### src/rtl/wdog_pkg.sv
package wdog_pkg;

    localparam int BUS_W      = 32;
    localparam int PRE_W      = 8;
    localparam int DSEL_W     = 2;
    localparam int DIV_CNT_W  = 7;
    localparam int DIV_MIN    = 16;

    // control field positions (software visible)
    localparam int CTL_RSTEN_BIT = 0;
    localparam int CTL_IRQEN_BIT = 2;
    localparam int CTL_DSEL_LO   = 3;
    localparam int CTL_RUN_BIT   = 5;
    localparam int CTL_PRE_LO    = 8;

    typedef enum logic [1:0] {
        REG_CTL = 2'd0,
        REG_RLD = 2'd1,
        REG_CNT = 2'd2,
        REG_CLR = 2'd3
    } wdog_reg_e;

    typedef struct packed {
        logic [PRE_W-1:0]  pre;
        logic [DSEL_W-1:0] dsel;
        logic              run;
        logic              irq_en;
        logic              rst_en;
    } wdog_ctl_t;

    function automatic logic [BUS_W-1:0] ctl_to_word(wdog_ctl_t c);
        logic [BUS_W-1:0] w;
        w = '0;
        w[CTL_PRE_LO +: PRE_W]   = c.pre;
        w[CTL_DSEL_LO +: DSEL_W] = c.dsel;
        w[CTL_RUN_BIT]           = c.run;
        w[CTL_IRQEN_BIT]         = c.irq_en;
        w[CTL_RSTEN_BIT]         = c.rst_en;
        return w;
    endfunction

    function automatic wdog_ctl_t word_to_ctl(logic [BUS_W-1:0] w);
        wdog_ctl_t c;
        c.pre    = w[CTL_PRE_LO +: PRE_W];
        c.dsel   = w[CTL_DSEL_LO +: DSEL_W];
        c.run    = w[CTL_RUN_BIT];
        c.irq_en = w[CTL_IRQEN_BIT];
        c.rst_en = w[CTL_RSTEN_BIT];
        return c;
    endfunction

    // terminal value of the fixed divider: divisor minus one
    function automatic logic [DIV_CNT_W-1:0] div_last(logic [DSEL_W-1:0] sel);
        return DIV_CNT_W'((32'(DIV_MIN) << sel) - 32'd1);
    endfunction

endpackage

### src/rtl/wdog_regs.sv
module wdog_regs
    import wdog_pkg::*;
#(
    parameter int          CNT_W   = 16,
    parameter int          ADDR_W  = 4,
    parameter logic [15:0] RST_VAL = 16'h8000
) (
    input  logic              clk,
    input  logic              rst,
    input  logic              bus_valid,
    input  logic              bus_write,
    input  logic [ADDR_W-1:0] bus_addr,
    input  logic [BUS_W-1:0]  bus_wdata,
    input  logic [CNT_W-1:0]  cnt_val,
    output logic [BUS_W-1:0]  bus_rdata,
    output wdog_ctl_t         ctl,
    output logic [CNT_W-1:0]  rld,
    output logic              cnt_wr,
    output logic [CNT_W-1:0]  cnt_wdata,
    output logic              clr_wr
);

    wdog_reg_e idx;
    logic      aligned;
    logic      wr_hit;
    logic      unused_wdata;

    assign idx          = wdog_reg_e'(bus_addr[3:2]);
    assign aligned      = (bus_addr[1:0] == 2'b00) && ((bus_addr >> 4) == '0);
    assign wr_hit       = bus_valid && bus_write && aligned;
    assign cnt_wr       = wr_hit && (idx == REG_CNT);
    assign clr_wr       = wr_hit && (idx == REG_CLR);
    assign cnt_wdata    = bus_wdata[CNT_W-1:0];
    assign unused_wdata = ^bus_wdata[BUS_W-1:CNT_W];

    always_ff @(posedge clk) begin
        if (rst) begin
            ctl <= '0;
            rld <= CNT_W'(RST_VAL);
        end else if (wr_hit) begin
            if (idx == REG_CTL) ctl <= word_to_ctl(bus_wdata);
            if (idx == REG_RLD) rld <= bus_wdata[CNT_W-1:0];
        end
    end

    always_comb begin
        bus_rdata = '0;
        if (aligned) begin
            case (idx)
                REG_CTL: bus_rdata = ctl_to_word(ctl);
                REG_RLD: bus_rdata = BUS_W'(rld);
                REG_CNT: bus_rdata = BUS_W'(cnt_val);
                default: bus_rdata = '0;
            endcase
        end
    end

endmodule

### src/rtl/wdog_tick.sv
module wdog_tick
    import wdog_pkg::*;
(
    input  logic              clk,
    input  logic              rst,
    input  logic              run,
    input  logic [PRE_W-1:0]  pre,
    input  logic [DSEL_W-1:0] dsel,
    output logic              tick
);

    logic [PRE_W-1:0]     pre_cnt;
    logic [DIV_CNT_W-1:0] div_cnt;
    logic                 pre_hit;
    logic                 div_hit;

    // >= keeps the chain safe when a smaller limit is written mid-count
    assign pre_hit = run && (pre_cnt >= pre);
    assign div_hit = (div_cnt >= div_last(dsel));
    assign tick    = pre_hit && div_hit;

    always_ff @(posedge clk) begin
        if (rst || !run) begin
            pre_cnt <= '0;
            div_cnt <= '0;
        end else if (pre_hit) begin
            pre_cnt <= '0;
            div_cnt <= div_hit ? '0 : div_cnt + 1'b1;
        end else begin
            pre_cnt <= pre_cnt + 1'b1;
        end
    end

endmodule

### src/rtl/wdog_core.sv
module wdog_core #(
    parameter int          CNT_W   = 16,
    parameter logic [15:0] RST_VAL = 16'h8000
) (
    input  logic             clk,
    input  logic             rst,
    input  logic             tick,
    input  logic             irq_en,
    input  logic             rst_en,
    input  logic             cnt_wr,
    input  logic [CNT_W-1:0] cnt_wdata,
    input  logic [CNT_W-1:0] rld,
    input  logic             clr_wr,
    output logic [CNT_W-1:0] cnt_q,
    output logic             irq,
    output logic             rst_req
);

    logic step;
    logic expire;

    assign step   = tick && !cnt_wr;
    assign expire = step && (cnt_q == '0);

    always_ff @(posedge clk) begin
        if (rst) begin
            cnt_q <= CNT_W'(RST_VAL);
        end else if (cnt_wr) begin
            cnt_q <= cnt_wdata;
        end else if (step) begin
            cnt_q <= expire ? rld : cnt_q - 1'b1;
        end
    end

    always_ff @(posedge clk) begin
        if (rst) begin
            irq <= 1'b0;
        end else if (expire && irq_en) begin
            irq <= 1'b1;
        end else if (clr_wr) begin
            irq <= 1'b0;
        end
    end

    always_ff @(posedge clk) begin
        if (rst) rst_req <= 1'b0;
        else     rst_req <= expire && rst_en;
    end

endmodule

### src/rtl/wdog_timer.sv
module wdog_timer
    import wdog_pkg::*;
#(
    parameter int          CNT_W   = 16,
    parameter int          ADDR_W  = 4,
    parameter logic [15:0] RST_VAL = 16'h8000
) (
    input  logic              clk,
    input  logic              rst,
    input  logic              bus_valid,
    input  logic              bus_write,
    input  logic [ADDR_W-1:0] bus_addr,
    input  logic [31:0]       bus_wdata,
    output logic [31:0]       bus_rdata,
    output logic              irq,
    output logic              rst_req
);

    wdog_ctl_t        ctl;
    logic [CNT_W-1:0] rld;
    logic [CNT_W-1:0] cnt_q;
    logic [CNT_W-1:0] cnt_wdata;
    logic             cnt_wr;
    logic             clr_wr;
    logic             tick;

    wdog_regs #(.CNT_W(CNT_W), .ADDR_W(ADDR_W), .RST_VAL(RST_VAL)) u_regs (
        .clk       (clk),
        .rst       (rst),
        .bus_valid (bus_valid),
        .bus_write (bus_write),
        .bus_addr  (bus_addr),
        .bus_wdata (bus_wdata),
        .cnt_val   (cnt_q),
        .bus_rdata (bus_rdata),
        .ctl       (ctl),
        .rld       (rld),
        .cnt_wr    (cnt_wr),
        .cnt_wdata (cnt_wdata),
        .clr_wr    (clr_wr)
    );

    wdog_tick u_tick (
        .clk  (clk),
        .rst  (rst),
        .run  (ctl.run),
        .pre  (ctl.pre),
        .dsel (ctl.dsel),
        .tick (tick)
    );

    wdog_core #(.CNT_W(CNT_W), .RST_VAL(RST_VAL)) u_core (
        .clk       (clk),
        .rst       (rst),
        .tick      (tick),
        .irq_en    (ctl.irq_en),
        .rst_en    (ctl.rst_en),
        .cnt_wr    (cnt_wr),
        .cnt_wdata (cnt_wdata),
        .rld       (rld),
        .clr_wr    (clr_wr),
        .cnt_q     (cnt_q),
        .irq       (irq),
        .rst_req   (rst_req)
    );

endmodule

### config.mk
export PLATFORM = sky130hd
export DESIGN_NAME = wdog_timer
export DESIGN_NICKNAME = d
export VERILOG_FILES = /design/src/rtl/wdog_pkg.sv /design/src/rtl/wdog_regs.sv /design/src/rtl/wdog_tick.sv /design/src/rtl/wdog_core.sv /design/src/rtl/wdog_timer.sv
export SDC_FILE = /design/constraint.sdc
export NUM_CORES = 1
export LEC_CHECK = 0
export BUFFER_PORTS_ARGS = -buffer_cell sky130_fd_sc_hd__buf_2
export CAP_MARGIN = 20
export CORE_MARGIN = 8
export CORE_UTILIZATION = 50
export DETAILED_ROUTE_END_ITERATION = 8
export HOLD_SLACK_MARGIN = 0.05
export MAX_ROUTING_LAYER = met4
export PLACE_DENSITY = 0.76
export SYNTH_ARGS = -nofsm -noshare
export SYNTH_HDL_FRONTEND = slang
export SYNTH_SLANG_ARGS = --single-unit
### constraint.sdc
create_clock -name clk -period 1.9 [get_ports clk]
set_input_delay 0.285 -clock clk [delete_from_list [all_inputs] [get_ports clk]]
set_output_delay 0.285 -clock clk [all_outputs]
set_load 0.05 [all_outputs]
==> flow_summary.yaml, run 1 <==
run_status:
  status: "complete, but fails checks"
  violations: "setup timing"
die:
  die_w_microns: 102.2
  io_pins: 74
  die_height_microns: 102.2
  rows: 31
  core_sq_um: 7214
  die-area_sq_um: 10450
  start_util_pct: 51.54
sta:
  period_share_pct: 111.3
  hold_viol: 0
  maxSlewHeadroom_pct: 55.98
  hold_ws_ns: 0.1811
  finalWorstSetupSlack_ns: -0.2153
  period_needed_ns: 2.115
  rsz0062_at_grt: "yes"
  setup_viol_count_final: 25
  report.final.slew_viol_count: 0
  worstMarginPinSlew_ns: 0.6587
  fmax_mhz: 472.7
  finalClockSkew_ns: 0.007420
setup_path:
  critPathBufInv: 3
  path_class: "reg2reg"
  critPathMaxStageDelay_ns: 0.36
  cp_max_fo: 5
  r2r_slack_ns: -0.22
  crit_required_ns: 2.15
  worst_setup_path_start_kind: "flip-flop"
  worst_path_max_delay_cell: "dfxtp_2"
  cp_cell_sequence: "inv_2 -> ha_4 -> nand4_1 -> o21ai_1 -> o21ai_2 -> buf_4 -> a211oi_4 -> buf_6 -> o211ai_1 -> a211oi_2"
  endpoint_kind: "flip-flop"
  crit_family: "compound AO/OA/AOI/OAI gates"
  crit_arrival_ns: 2.36
cts:
  cts_max_path_buffers: 2
  cts-root-buf: "clkbuf_8"
  cts_buffers: 9
  cts_sinks: 62
  worstSkewPairLatency_ns: 0.34
  postCtsHoldBufs: 0
  cts_tree: "yes"
  clkTransAtPathRegs_ns: 0.07
  htree_levels: 3
power_and_ir_drop:
  power_frac_clock_pct: 42.7
  power_frac_comb_pct: 11.8
  switchingPower_mw: 0.7605
  irDropWorstVdd_v: 0.0005580
  swShare_pct: 26.35
  power.internal_mw: 2.125
  p_leak_nw: 2.064
  seqPwrFrac_pct: 45.5
  power_mw: 2.886
  p_per_area_nw_per_um2: 568.9
placed_design:
  dpl.cell_count: 691
  io_buffers: 41
  gp_congestion: 0.9033
  place_ws_ns: -0.2534
  place_hpwl_microns: 7909
grt:
  grt_max_degree: 35
  antenna_found_initial: 0
  groute.usage.overall_pct: 22.54
  grt_pass1_vias: 3961
  globalRouteOverflowTotal: 0
  grt_pass1_wl_microns: 18130
layout:
  fin_util_pct: 70.31
  diodes: 0
  area_delta_synth_final_pct: 36.41
  instances_no_fill: 716
  drive_above_1_share_pct: 35.98
  most-common-layout-cells: "buf_4 (83), nand2_1 (82), nor2_1 (59)"
  nets: 667
  layout_commonest_cell: "buf_4"
synthesis:
  yosys_most_used_dff: "dfxtp_1"
  synth_edf_count: 0
  synth-async-reset-ratio_pct: 0
  synthCells: 497
  syn_avg_cell_area_sq_um: 7.482
  syn_area_sq_um: 3719
  synth_seq_area_share_pct: 33.38
  ys_warn_count: 0
  ys_seq_elements: 62
  synth_cell_type_count: 55
run:
  cap_violations: 0
routing:
  via_per_inst: 5.529
  drt_iter0_drc: 268
  num_vias: 3959
  routedWlPerCell_microns: 15.88
  wirelength_microns: 11370
  drc: 0
  dr.pass1.iters: 6
  antenna_left: 0
hold_path:
  hp-class: "in2reg"
## layer usage
metal  global-route usage (%)  vias to the layer above  share of wire [%]
met3                    4.768                       37                7.5
met1                    25.97                     1849                 41
met2                    37.23                      184                 49
met4                    9.142                        0                2.7
li1                         -                     1889                  -
met5                        -                        -                  0
## worst min-delay path, stage by stage
cell and delay, ns:
buf_2 0.09, nand2_1 0.04, o21ai_1 0.07
## power groups by stage
stage	sequential, mW	clock (mW)	combinational, mW
global route	1.31	1.30	0.361
detailed placement	1.34	0	0.321
global placement	1.34	0	0.315
finish	1.31	1.23	0.339
CTS	1.31	1.25	0.328
floorplan	1.34	0	0.238
## synthesized netlist by cell type (5+ instances only)
cell	n	share of area, %
a21oi_1	54	7.3
inv_1	21	2.1
nand3_1	13	1.7
nor3_1	5	0.67
nor2_1	75	7.6
xor2_1	10	2.4
dfxtp_1	62	33
mux2i_1	14	3.8
a211oi_1	5	1.0
nand2b_1	8	1.3
xnor2_1	8	1.9
and3_1	5	0.84
a311oi_1	6	1.4
clkbuf_1	19	1.9
nand2_1	86	8.7
buf_4	16	3.2
o211ai_1	10	2.0
o32ai_1	5	1.2
o21ai_0	8	1.1
ha_1	14	4.7
## repair_timing
| item | in CTS | in global routing |
|---|---|---|
| setup buffers | 6 | 3 |
| pin swaps | 21 | 10 |
| gates cloned | 1 | 0 |
| endpoints found under the setup margin | 25 | 32 |
| gates resized for setup | 37 | 29 |
## sequential cells by signal, summed over array words and instances (netlist names)
| signal | flops |
|---|---|
| u_core.rst_req | 1 |
| u_core.irq | 1 |
| u_tick.div_cnt | 7 |
| u_tick.pre_cnt | 8 |
| u_core.cnt_q | 16 |
| u_regs.ctl | 13 |
| u_regs.rld | 16 |
## cell families (layout without fill, tap and decap cells)
group | count (synthesis) | after routing | share of synthesized area (%)
xor+xnor | 18 | 18 | 4.240
other cells | 1 | 16 | 0.1008
fa+ha+maj | 14 | 14 | 4.711
flops | 62 | 62 | 33.38
buf+inv | 64 | 169 | 8.749
compound gates | 108 | 108 | 18.78
mux | 17 | 17 | 4.677
simple gates | 213 | 213 | 25.37
## path summary, 6_finish.rpt
| check | endpoint | start | cells past startpoint |
|---|---|---|---|
| min reg2reg | u_regs.rld[12] | u_regs.rld[12] | 2 |
| min | u_core.cnt_q[7] | bus_wdata[7] | 3 |
| max | u_core.cnt_q[9] | u_regs.ctl[4] | 10 |
| max reg2reg | u_core.cnt_q[9] | u_regs.ctl[4] | 10 |
## through the flow
step | instance area, sq um | TNS, ns
after CTS | 4933 | -2.248
final | 5072 | -2.838
after floorplan | 3812 | -0.6129
after global placement | 4516 | -2.013
after detailed placement | 4516 | -3.835
after global routing | 5072 | -5.953
## final cells by class
type / count / area, sq um
flip-flops and latches: 62 / 1251
clock inverters: 3 / 42.54
well taps: 99 / 123.9
inverters: 21 / 78.83
repair buffers: 133 / 938.4
fillers: 598 / 2142
multi-input cells: 386 / 2472
clock buffers: 12 / 165.2
(Power assumes the default switching activity.)
==> run 2: changes to the inputs <==
--- a/config.mk
+++ b/config.mk
@@ -7,12 +7,14 @@
 export LEC_CHECK = 0
 export BUFFER_PORTS_ARGS = -buffer_cell sky130_fd_sc_hd__buf_2
 export CAP_MARGIN = 20
+export CORE_ASPECT_RATIO = 1.25
 export CORE_MARGIN = 8
 export CORE_UTILIZATION = 50
 export DETAILED_ROUTE_END_ITERATION = 8
 export HOLD_SLACK_MARGIN = 0.05
 export MAX_ROUTING_LAYER = met4
 export PLACE_DENSITY = 0.76
+export SKIP_LAST_GASP = 1
 export SYNTH_ARGS = -nofsm -noshare
 export SYNTH_HDL_FRONTEND = slang
 export SYNTH_SLANG_ARGS = --single-unit
==> flow_summary.yaml, run 2 (synthesis gave the netlist of run 1 again) <==
setup_path:
  worst_setup_path_start_kind: "flip-flop"
  crit_required_ns: 2.19
  startpoint: "u_regs.ctl[4]"
  rr_startpoint: "u_regs.ctl[4]"
  crit_end: "u_core.cnt_q[15]"
  endpoint_kind: "flip-flop"
  path_class: "reg2reg"
  crit_arrival_ns: 2.42
  regToRegEndpoint: "u_core.cnt_q[15]"
  r2r_slack_ns: -0.23
  rr_worst_depth: 10
  cp_max_fo: 9
grt:
  groute.usage.overall_pct: 23.35
  globalRouteOverflowTotal: 0
  grtUsageMet1_pct: 24.93
  antenna_found_initial: 0
  top_usage_layer: "met2"
  grt_pass1_wl_microns: 19130
  grt_pass1_vias: 4002
  grt_max_degree: 29
  grtUsageMet2_pct: 39.87
  grt_use_met3_pct: 3.672
placed_design:
  io_buffers: 41
  place_area_sq_um: 4527
  gp_congestion: 0.9132
  place_hpwl_microns: 8115
layout:
  area_delta_synth_final_pct: 37.21
  nFillCells: 568
  fin_area_sq_um: 5102
  layout_commonest_cell: "nand2_1"
  nets: 664
  fin_util_pct: 69.77
  diodes: 0
  top_regs: "u_core.cnt_q (16), u_regs.rld (16), u_regs.ctl (13)"
  most-common-layout-cells: "nand2_1 (81), buf_4 (76), nor2_1 (62)"
  drive_above_1_share_pct: 35.28
power_and_ir_drop:
  p_per_area_nw_per_um2: 532.7
  irDropWorstVdd_v: 0.0004256
  power_mw: 2.718
  p_leak_nw: 2.072
routing:
  wirelength_microns: 12020
  num_vias: 4000
  antenna_left: 0
  routedWlPerCell_microns: 16.99
  drc: 0
  drt_iter0_drc: 367
  dr.pass1.iters: 5
  via_per_inst: 5.658
die:
  die_height_microns: 112.4
  die-area_sq_um: 10470
  die_w_microns: 93.14
  rows: 35
  core_sq_um: 7313
  start_util_pct: 50.85
  io_pins: 74
sta:
  rsz0062_at_grt: "yes"
  setup_viol_count_final: 24
  hold_viol: 0
  fmax_mhz: 468.9
  maxSlewHeadroom_pct: 56.05
  finalClockSkew_ns: 0.008635
  period_share_pct: 112.2
  period_needed_ns: 2.133
  worstMarginPinSlew_ns: 0.6577
  finalWorstSetupSlack_ns: -0.2326
  tns_ns: -2.982
  report.final.slew_viol_count: 0
cts:
  htree_levels: 3
  cts_buffers: 9
  cts_tree: "yes"
  postCtsHoldBufs: 0
  clkTransAtPathRegs_ns: 0.07
  cts_max_path_buffers: 2
  cts_sinks: 62
  worstSkewPairLatency_ns: 0.35
  cts-root-buf: "clkbuf_8"
run_status:
  violations: "setup timing"
  status: "complete, but fails checks"
run:
  cap_violations: 0
hold_path:
  hp-class: "in2reg"
[run 2: cell count changes in the layout (fill, tap and decap cells not counted), moves of 3 or more]
cell     previous run  this run
buf_12              1         7
nor2_2             16        12
nor2_1             59        62
buf_4              83        76
inv_2               7         4
dfxtp_2             8        11
inv_1              14        17
a21oi_1            51        48
dfxtp_1            54        51
[run 2: layout make-up]
type | count | area [sq um] | area share, %
clock buffer | 12 | 145.1 | 2.845
clock inverter | 4 | 22.52 | 0.4414
inverter | 21 | 78.83 | 1.545
multi-input combinational | 386 | 2490 | 48.80
sequential | 62 | 1255 | 24.60
tap | 92 | 115.1 | 2.256
timing repair buffer | 130 | 996.0 | 19.52
[run 2: where the power goes]
group          internal, mW  total, mW  switching [mW]
clock network         0.503       1.05           0.550
logic                 0.120      0.351           0.231
registers              1.31       1.31         0.00719
[run 2: per-layer routing]
layer | share of wire (%) | vias up
met3 | 6.3 | 43
met2 | 51 | 168
met5 | 0 | -
met1 | 39 | 1902
met4 | 3.9 | 0
li1 | - | 1887
[run 2: through the flow]
| step | instances | worst slack (ns) | hold WS, ns |
|---|---|---|---|
| floorplan | 512 | -0.1039 | 0.3936 |
| finish | 707 | -0.2326 | 0.1826 |
| CTS | 705 | -0.1831 | 0.1783 |
| global route | 707 | -0.3265 | 0.2023 |
| detailed placement | 680 | -0.3038 | 0.4628 |
| global placement | 680 | -0.1789 | 0.4546 |
[run 2: worst max-delay path, stage by stage (launching register included)]
cell      delay, ns
dfxtp_2        0.36
nor2_1         0.05
ha_1           0.27
nand4_1        0.09
o21ai_1        0.16
o21ai_2        0.11
buf_4          0.15
a211o_1        0.26
buf_12         0.16
a2111o_1       0.35
nand4b_1       0.12
[run 2: worst min-delay path by stage]
stage	start	depth (start not counted)	slack, ns	end
5_1_grt	bus_wdata[4]	3	0.20	u_regs.ctl[4]
4_1_cts	bus_wdata[7]	3	0.18	u_regs.rld[7]
2_1_floorplan	bus_wdata[13]	2	0.39	u_core.cnt_q[13]
3_3_place_gp	u_regs.ctl[0]	2	0.45	u_regs.ctl[0]
6_report	bus_wdata[7]	3	0.18	u_regs.rld[7]
3_5_place_dp	u_regs.rld[7]	2	0.46	u_regs.rld[7]
[run 2: repair_timing]
action,4_1_cts,5_1_grt
endpoints found under the setup margin,25,29
gates resized for setup,48,25
cloned,1,0
pin swaps,21,17
setup buffers,8,4
==> run 3: changes to the inputs <==
--- a/config.mk
+++ b/config.mk
@@ -11,9 +11,10 @@
 export CORE_MARGIN = 8
 export CORE_UTILIZATION = 50
 export DETAILED_ROUTE_END_ITERATION = 8
-export HOLD_SLACK_MARGIN = 0.05
+export HOLD_SLACK_MARGIN = 0.06
 export MAX_ROUTING_LAYER = met4
 export PLACE_DENSITY = 0.76
+export SKIP_CTS_REPAIR_TIMING = 1
 export SKIP_LAST_GASP = 1
 export SYNTH_ARGS = -nofsm -noshare
 export SYNTH_HDL_FRONTEND = slang
==> flow_summary.yaml, run 3 (synthesis gave the netlist of run 1 again) <==
setup_path:
  critPathMaxStageDelay_ns: 0.34
  worst_setup_path_start_kind: "flip-flop"
  cpMostUsedCell: "buf_6"
  cp_cell_sequence: "inv_1 -> ha_1 -> nand2_2 -> nor2_2 -> o21ai_2 -> buf_6 -> a211oi_4 -> buf_6 -> buf_12 -> nor2_4 -> o32ai_2"
  cp_max_fo: 7
  path_class: "reg2reg"
  crit_required_ns: 2.16
  endpoint_kind: "flip-flop"
  crit_arrival_ns: 2.37
  worst_path_max_delay_cell: "dfxtp_1"
routing:
  drc: 0
  routedWlPerCell_microns: 16.59
  drt_iter0_drc: 327
  wirelength_microns: 11640
  via_per_inst: 5.585
  antenna_left: 0
  num_vias: 3921
  dr.pass1.iters: 5
power_and_ir_drop:
  p_per_area_nw_per_um2: 540.0
  power_mw: 2.713
  switchingPower_mw: 0.7851
  power_frac_comb_pct: 12.7
  p_leak_nw: 2.034
  swShare_pct: 28.93
  power_frac_clock_pct: 38.9
  seqPwrFrac_pct: 48.4
  irDropWorstVdd_v: 0.0004772
  power.internal_mw: 1.928
layout:
  area_delta_synth_final_pct: 35.13
  top_regs: "u_core.cnt_q (16), u_regs.rld (16), u_regs.ctl (13)"
  nFillCells: 567
  nets: 659
  drive_above_1_share_pct: 34.43
  layout.area.seq_sq_um: 1255
  most-common-layout-cells: "nand2_1 (82), buf_4 (74), nor2_1 (61)"
  multiInputGateArea_sq_um: 2485
  diodes: 0
  layout_commonest_cell: "nand2_1"
die:
  io_pins: 74
  die_height_microns: 112.4
  die_w_microns: 93.14
  die-area_sq_um: 10470
  rows: 35
  start_util_pct: 50.85
  core_sq_um: 7313
sta:
  period_share_pct: 110.7
  fmax_mhz: 475.3
  setup_viol_count_final: 22
  worstMarginPinSlew_ns: 0.6242
  maxSlewHeadroom_pct: 58.29
  report.final.slew_viol_count: 0
  finalWorstSetupSlack_ns: -0.2039
  hold_viol: 0
  tns_ns: -2.230
  hold_ws_ns: 0.1794
  period_needed_ns: 2.104
  finalClockSkew_ns: 0.007939
  rsz0062_at_grt: "yes"
grt:
  grt_pass1_wl_microns: 18060
  grt_max_degree: 29
  globalRouteOverflowTotal: 0
  antenna_found_initial: 0
  groute.usage.overall_pct: 21.89
  grt_pass1_vias: 3832
cts:
  cts-root-buf: "clkbuf_8"
  cts_buffers: 9
  clkTransAtPathRegs_ns: 0.07
  cts_max_path_buffers: 2
  worstSkewPairLatency_ns: 0.35
  htree_levels: 3
  cts_tree: "yes"
  cts_sinks: 62
placed_design:
  place_hpwl_microns: 8115
  io_buffers: 41
  gp_congestion: 0.9132
run_status:
  violations: "setup timing"
  status: "complete, but fails checks"
run:
  cap_violations: 0
hold_path:
  hp-class: "in2reg"
-- run 3: worst paths after layout --
kind / from / to / slack, ns / cells after the start
min reg2reg: u_regs.rld[7] / u_regs.rld[7] / 0.47 / 2
min: bus_wdata[7] / u_regs.rld[7] / 0.18 / 3
max: u_regs.ctl[12] / u_core.cnt_q[12] / -0.20 / 11
max reg2reg: u_regs.ctl[12] / u_core.cnt_q[12] / -0.20 / 11
-- run 3: final cells by class --
class | instances | area share [%]
multi-input combinational | 386 | 49.45
sequential | 62 | 24.98
timing repair buffer | 125 | 18.38
clock buffer | 12 | 2.888
tap | 92 | 2.291
inverter | 21 | 1.569
clock inverter | 4 | 0.4482
-- run 3: stage by stage --
step / worst slack [ns] / cells / area (sq um) / util (%)
6_report: -0.2039 / 702 / 5025 / 68.71
3_3_place_gp: -0.1789 / 680 / 4527 / 61.90
5_1_grt: -0.3252 / 702 / 5025 / 68.71
2_1_floorplan: -0.1039 / 512 / 3812 / -
3_5_place_dp: -0.3038 / 680 / 4527 / 61.90
4_1_cts: -0.3705 / 696 / 4695 / 64.19
-- run 3: worst max-delay path: cells and delay by family (launching register included) --
kind	cells	cell delay [ns]
buffers and inverters	4	0.49
AND/OR/NAND/NOR	3	0.27
adder cells (fa/ha/maj)	1	0.31
flip-flops	1	0.34
AO/OA/AOI/OAI	3	0.61
-- run 3: power by group through the flow --
stage          Clock, mW  Sequential, mW  Combinational [mW]
2_1_floorplan          0            1.34               0.238
3_3_place_gp           0            1.34               0.319
6_report            1.05            1.31               0.344
4_1_cts             1.05            1.31               0.327
5_1_grt             1.10            1.31               0.367
3_5_place_dp           0            1.34               0.325
-- run 3: metal layers --
layer | global-route usage [%] | wire [microns] | up-vias
met2 | 36.40 | 5926 | 148
met1 | 23.96 | 4690 | 1857
met4 | 13.15 | 384 | 0
li1 | - | - | 1881
met5 | - | 0 | -
met3 | 3.405 | 643 | 35
